--- config.mk ---
export PLATFORM = sky130hd
export DESIGN_NAME = intc_level_mask
export DESIGN_NICKNAME = d
export VERILOG_FILES = /design/src/rtl/intc_lvl_pkg.sv /design/src/rtl/intc_sync.sv /design/src/rtl/intc_regs.sv /design/src/rtl/intc_req.sv /design/src/rtl/intc_level_mask.sv
export SDC_FILE = /design/constraint.sdc
export NUM_CORES = 1
export LEC_CHECK = 0
export CORE_MARGIN = 3
export CORE_UTILIZATION = 58
export CTS_BUF_LIST = sky130_fd_sc_hd__clkbuf_4
export CTS_CLUSTER_DIAMETER = 150
export DETAILED_ROUTE_END_ITERATION = 8
export DONT_BUFFER_PORTS = 1
export PLACE_DENSITY = 0.73
export SYNTH_ARGS = -nofsm -noshare
export SYNTH_HDL_FRONTEND = slang
export SYNTH_HIERARCHICAL = 1
export SYNTH_SLANG_ARGS = --single-unit
--- constraint.sdc ---
create_clock -name clk -period 1.8 [get_ports clk]
set_input_delay 0.27 -clock clk [delete_from_list [all_inputs] [get_ports clk]]
set_output_delay 0.27 -clock clk [all_outputs]
set_load 0.005 [all_outputs]
--- src/rtl/intc_lvl_pkg.sv ---
package intc_lvl_pkg;
   // register word offsets (software-visible)
   localparam logic [31:0] OFS_SINK_A = 32'h00;
   localparam logic [31:0] OFS_MASK   = 32'h04;
   localparam logic [31:0] OFS_STAT   = 32'h0C;
   localparam logic [31:0] OFS_SINK_B = 32'h14;

   // fixed line positions
   localparam int SRC_GPL_BASE = 0;
   localparam int SRC_GPL_NUM  = 8;
   localparam int SRC_GPH      = 8;
   localparam int SRC_KBD      = 22;
   localparam int SRC_AUX      = 23;
   localparam int SRC_TMR0     = 26;

   typedef enum logic [2:0] {
      ACC_IDLE, ACC_MASK_WR, ACC_MASK_RD, ACC_STAT_RD, ACC_SINK_WR, ACC_BAD
   } acc_e;

   function automatic acc_e classify(input logic sel, input logic wr,
                                     input logic [31:0] a);
      if (!sel) return ACC_IDLE;
      if (wr) begin
         if (a == OFS_MASK) return ACC_MASK_WR;
         if (a == OFS_SINK_A || a == OFS_SINK_B) return ACC_SINK_WR;
         return ACC_BAD;
      end
      if (a == OFS_MASK) return ACC_MASK_RD;
      if (a == OFS_STAT) return ACC_STAT_RD;
      return ACC_BAD;
   endfunction
endpackage

--- src/rtl/intc_sync.sv ---
module intc_sync #(
   parameter int W      = 32,
   parameter int STAGES = 2
) (
   input  logic         clk,
   input  logic         rst_n,
   input  logic [W-1:0] d,
   output logic [W-1:0] q
);
   generate
      if (STAGES == 0) begin : g_bypass
         assign q = d;
      end else begin : g_chain
         logic [STAGES-1:0][W-1:0] stg;
         always_ff @(posedge clk or negedge rst_n) begin
            if (!rst_n) stg <= '0;
            else begin
               stg[0] <= d;
               for (int i = 1; i < STAGES; i++) stg[i] <= stg[i-1];
            end
         end
         assign q = stg[STAGES-1];
      end
   endgenerate
endmodule

--- src/rtl/intc_regs.sv ---
module intc_regs
   import intc_lvl_pkg::*;
#(
   parameter int N_IRQ = 32,
   parameter int AW    = 8,
   parameter int DW    = 32
) (
   input  logic             clk,
   input  logic             rst_n,
   input  logic             bus_sel,
   input  logic             bus_wr,
   input  logic [AW-1:0]    bus_addr,
   input  logic [DW-1:0]    bus_wdata,
   input  logic [N_IRQ-1:0] pend,
   output logic [N_IRQ-1:0] mask,
   output logic [DW-1:0]    rdata,
   output logic             err
);
   acc_e acc;
   always_comb acc = classify(bus_sel, bus_wr, 32'(bus_addr));

   always_ff @(posedge clk or negedge rst_n) begin
      if (!rst_n) begin
         mask  <= '0;
         rdata <= '0;
         err   <= 1'b0;
      end else begin
         err   <= (acc == ACC_BAD);
         rdata <= '0;
         case (acc)
            ACC_MASK_WR: mask  <= bus_wdata[N_IRQ-1:0];
            ACC_MASK_RD: rdata <= DW'(mask);
            ACC_STAT_RD: rdata <= DW'(pend);
            default: ;
         endcase
      end
   end
endmodule

--- src/rtl/intc_req.sv ---
module intc_req #(
   parameter int N_IRQ = 32
) (
   input  logic             clk,
   input  logic             rst_n,
   input  logic [N_IRQ-1:0] mask,
   input  logic [N_IRQ-1:0] pend,
   output logic             req
);
   always_ff @(posedge clk or negedge rst_n) begin
      if (!rst_n) req <= 1'b0;
      else        req <= |(mask & pend);
   end
endmodule

--- src/rtl/intc_level_mask.sv ---
module intc_level_mask #(
   parameter int N_IRQ       = 32,
   parameter int AW          = 8,
   parameter int DW          = 32,
   parameter int SYNC_STAGES = 2
) (
   input  logic             clk,
   input  logic             rst_n,
   input  logic [N_IRQ-1:0] irq_in,
   input  logic             bus_sel,
   input  logic             bus_wr,
   input  logic [AW-1:0]    bus_addr,
   input  logic [DW-1:0]    bus_wdata,
   output logic [DW-1:0]    bus_rdata,
   output logic             bus_err,
   output logic             cpu_irq
);
   localparam int MIN_AW = 5;

   generate
      if (N_IRQ < 1 || N_IRQ > 32) begin : g_bad_n
         $error("N_IRQ must lie in 1..32");
      end
      if (DW < N_IRQ) begin : g_bad_dw
         $error("DW must be at least N_IRQ");
      end
      if (AW < MIN_AW || AW > 32) begin : g_bad_aw
         $error("AW must lie in 5..32");
      end
      if (SYNC_STAGES == 1) begin : g_bad_sync
         $error("SYNC_STAGES must be 0 or at least 2");
      end
   endgenerate

   logic [N_IRQ-1:0] pend_w;
   logic [N_IRQ-1:0] mask_w;

   intc_sync #(.W(N_IRQ), .STAGES(SYNC_STAGES)) u_sync (
      .clk(clk), .rst_n(rst_n), .d(irq_in), .q(pend_w)
   );

   intc_regs #(.N_IRQ(N_IRQ), .AW(AW), .DW(DW)) u_regs (
      .clk(clk), .rst_n(rst_n), .bus_sel(bus_sel), .bus_wr(bus_wr),
      .bus_addr(bus_addr), .bus_wdata(bus_wdata), .pend(pend_w),
      .mask(mask_w), .rdata(bus_rdata), .err(bus_err)
   );

   intc_req #(.N_IRQ(N_IRQ)) u_req (
      .clk(clk), .rst_n(rst_n), .mask(mask_w), .pend(pend_w), .req(cpu_irq)
   );
endmodule

==> impl_metrics.csv <==
group,metric,value,unit
logic_synthesis,synth-simple-area-share,0.0566,
floorplan,fp.dieH,96.5,um
pwr,finalPower,5250,uW
layout,layout.nets,473,
grt,grt_use_met2,0.383,
setup_path,cpMaxStageDelayCell,"or4_4",
floorplan,core.rowCount,32,
grt,grt_pass1_vias,3075,
route,drt_wl_total,10400,um
sta,worstMarginPinSlew,0.335,ns
pwr,power_leakage,0.00253,uW
route,drt-initial-drc-count,169,
clock_network,cts_buffer_depth,2,
clock_network,cts.repair.resized,0,
setup_path,crit_type,"in -> reg",
sta,maxSlewHeadroom,0.774,
clock_network,numCtsBuffers,17,
placed_design,placed_cells,411,
floorplan,ios,110,
setup_path,cp_max_fo,9,
logic_synthesis,synth_top_area_frac,0.685,
worst_hold_path,min_path_type,"in -> async",
route,ant_nets,0,
sta,finalSetupViolCount,0,
setup_path,worstPathArrival,2.20,ns
grt,grt_overflow,0,
logic_synthesis,synth_xor_area_frac,0.00184,
logic_synthesis,yosysMostFrequentCell,"dfrtp_1",
pwr,p_per_area,924,mW/mm^2
placed_design,dpl_cell_area,0.00472,sq mm
logic_synthesis,synth_area_per_cell,13.7,sq um
setup_path,cpPeakStageDelay,0.64,ns
sta,finalCriticalPeriod,1.76,ns
grt,grtUsageTotal,0.243,
grt,grtUsageMet1,0.304,
logic_synthesis,synth-async-reset-ratio,1.00,
logic_synthesis,synth.distinct_cells,25,
layout,syn2layout_area_growth,19.5,%
logic_synthesis,synth.largest_area_cell,"dfrtp_1",
pwr,p_switching,1230,uW
logic_synthesis,synth_nets,422,
clock_network,cts_tree,"built",
floorplan,dieArea,0.00931,sq mm
setup_path,worstRegToRegCells,3,
sta,setup_tns,0,ns
placed_design,pre_cts_ws,-0.116,ns
pwr,power_frac_comb,0.054,
layout,drive_gt1_frac,0.194,
floorplan,start_util,0.605,
sta,hold_ws,-0.566,ns
job,cap_violations,0,
logic_synthesis,syn_area,0.00475,sq mm
run_status,status,"finished with violations",
layout,final_area,0.00568,sq mm
clock_network,post_cts_buffers,0,
floorplan,fp.dieW,96.5,um
grt,met3_usage,0.0852,
run_status,violations,"hold timing",
clock_network,clock_latency,0.51,ns
layout,nFillCells,520,
sta,rsz0062_at_grt,"false",
placed_design,gp_congestion,0.818,
logic_synthesis,synth_top_family_by_area,"compound AO/OA/AOI/OAI gates",
logic_synthesis,synthTopCellsByArea,"dfrtp_1 (68%), mux2_2 (6.4%), buf_4 (5.1%), nand3_1 (3.6%), a21oi_1 (3.2%)",
setup_path,crit_top_cell,"dlygate4sd3_1",
setup_path,start_kind,"primary input",
setup_path,crit_path_end_kind,"flip-flop",
clock_network,cts-htree-levels,4,
logic_synthesis,synth-seq-cells,130,
sta,maxSlewViolCount,0,
grt,grt_pass1_wl,16200,um
grt,grt_max_degree,131,
logic_synthesis,synth.area.mux_share,0.0758,
clock_network,cts.clk_slew.worst_paths,0.11,ns
clock_network,clock_sinks,130,
setup_path,cp_data_required_time,2.24,ns
logic_synthesis,yosys_warnings,6,
layout,final_cell_count_no_fill,510,
placed_design,hpwl,6080,um
clock_network,hold_buffers,66,
layout,antenna_cells,0,
route,dr.pass1.iters,4,
logic_synthesis,postSynthCellCount,346,
pwr,p_seq_frac,0.586,
logic_synthesis,synth_fa_ha_area_frac,0,
floorplan,core-area,0.00785,sq mm
logic_synthesis,ys_seq_area_frac,0.685,
clock_network,clock-root-buffer,"clkbuf_4",
route,num_vias,2908,
grt,grt_busiest_layer,"met2",
route,wl_per_cell,20.3,um
sta,hold_violations,130,
setup_path,worstPathCellList,"dlygate4sd3_1 -> or4_4 -> dlygate4sd3_1 -> a21oi_1",
logic_synthesis,synthTopCellsByCount,"dfrtp_1 (130), nand3_1 (34), buf_4 (32), a21oi_1 (30), o21ai_0 (28)",
sta,fin_crit_sh,0.980,
grt,antenna_found_initial,0,
logic_synthesis,synth_ff_type,"dfrtp_1",
pwr,p_int,4020,uW
placed_design,port_buffers,0,
sta,fmax,567,MHz
sta,worst_slack,0.0356,ns
route,drc,0,
pwr,swShare,0.234,
sta,fin_skew,0.0144,ns
logic_synthesis,synth_edf_count,0,
pwr,power_frac_clock,0.361,
logic_synthesis,synth_compound_area_frac,0.103,
pwr,worst_ir_drop_vdd,738,uV
route,viasPerCell,5.70,
per-layer routing:
layer	vias up	share of wire	wire, um
li1	1297	-	-
met1	1467	0.40	4150
met2	123	0.50	5200
met3	21	0.073	759
met4	0	0.024	244
met5	-	0	0
registers in the layout (all words and copies together) (netlist names):
register and flops:
u_regs/mask 32, u_regs/rdata 32, u_sync/g_chain.stg 32, u_sync/q 32, u_regs/err 1, u_req/req 1
power by group through the flow:
| stage | registers [uW] | clock network [uW] | logic (uW) |
|---|---|---|---|
| floorplan | 3100 | 0 | 155 |
| global placement | 3130 | 0 | 146 |
| detailed placement | 3130 | 0 | 151 |
| CTS | 3070 | 1930 | 269 |
| global route | 3090 | 2080 | 299 |
| finish | 3070 | 1890 | 281 |
cells by family (layout without fill, tap and decap cells):
logic type / Yosys count / after routing
flip-flops: 130 / 130
AO/OA/AOI/OAI: 85 / 85
buffers and inverters: 53 / 115
AND/OR/NAND/NOR: 45 / 45
multiplexers: 32 / 32
XOR/XNOR: 1 / 1
layout by cell type (no fill, tap or decap):
cell / count
o21a_1: 1
dlygate4sd3_1: 69
inv_1: 2
o21ai_2: 1
mux2_2: 27
clkinv_2: 3
nor4_4: 1
clkinvlp_4: 1
dfrtp_1: 130
inv_6: 2
o31a_1: 1
or3_1: 1
clkbuf_4: 18
bufinv_16: 2
a21oi_1: 30
o21ai_0: 28
clkinv_4: 4
nor3_4: 1
buf_12: 7
mux2_1: 5
o21ai_1: 5
or4_4: 2
nand4_1: 4
nand2b_1: 1
a21oi_2: 2
a22oi_2: 1
xnor2_1: 1
buf_4: 7
nand3_1: 34
a2bb2oi_1: 1
a22oi_1: 15
or4_1: 1
area by class of cell:
type	count	area, sq um	area share
sequential	130	3250	0.573
multi-input combinational	163	1140	0.200
timing repair buffer	83	883	0.156
clock buffer	18	135	0.0238
clock inverter	12	135	0.0238
tap	102	128	0.0225
inverter	2	7.51	0.00132
per-stage QoR:
stage / hold slack, ns / util
2_1_floorplan: -0.0256 / -
3_3_place_gp: -0.0224 / 0.601
3_5_place_dp: -0.0219 / 0.601
4_1_cts: -0.596 / 0.720
5_1_grt: -0.624 / 0.724
6_report: -0.566 / 0.724
path summary, 6_finish.rpt:
kind	start	end	slack, ns
setup / recovery	bus_addr[5]	u_regs/rdata[15]$_DFF_PN0_	0.04
hold / removal	rst_n	u_sync/q[18]$_DFF_PN0_	-0.57
setup reg to reg	u_regs/mask[12]$_DFFE_PN0N_	u_req/req$_DFF_PN0_	0.29
hold reg to reg	u_sync/g_chain.stg[11]$_DFF_PN0_	u_sync/q[11]$_DFF_PN0_	0.35
max in group asynchronous	rst_n	u_regs/mask[4]$_DFFE_PN0N_	2.19
min in group clk	bus_addr[5]	u_regs/rdata[0]$_DFF_PN0_	0.10
worst max-delay path: cells and delay by family:
family / cells / cell delay (ns)
simple gates: 1 / 0.64
compound gates: 1 / 0.13
buf+inv: 2 / 1.17
Note: power is estimated with default switching activity, not from simulation.
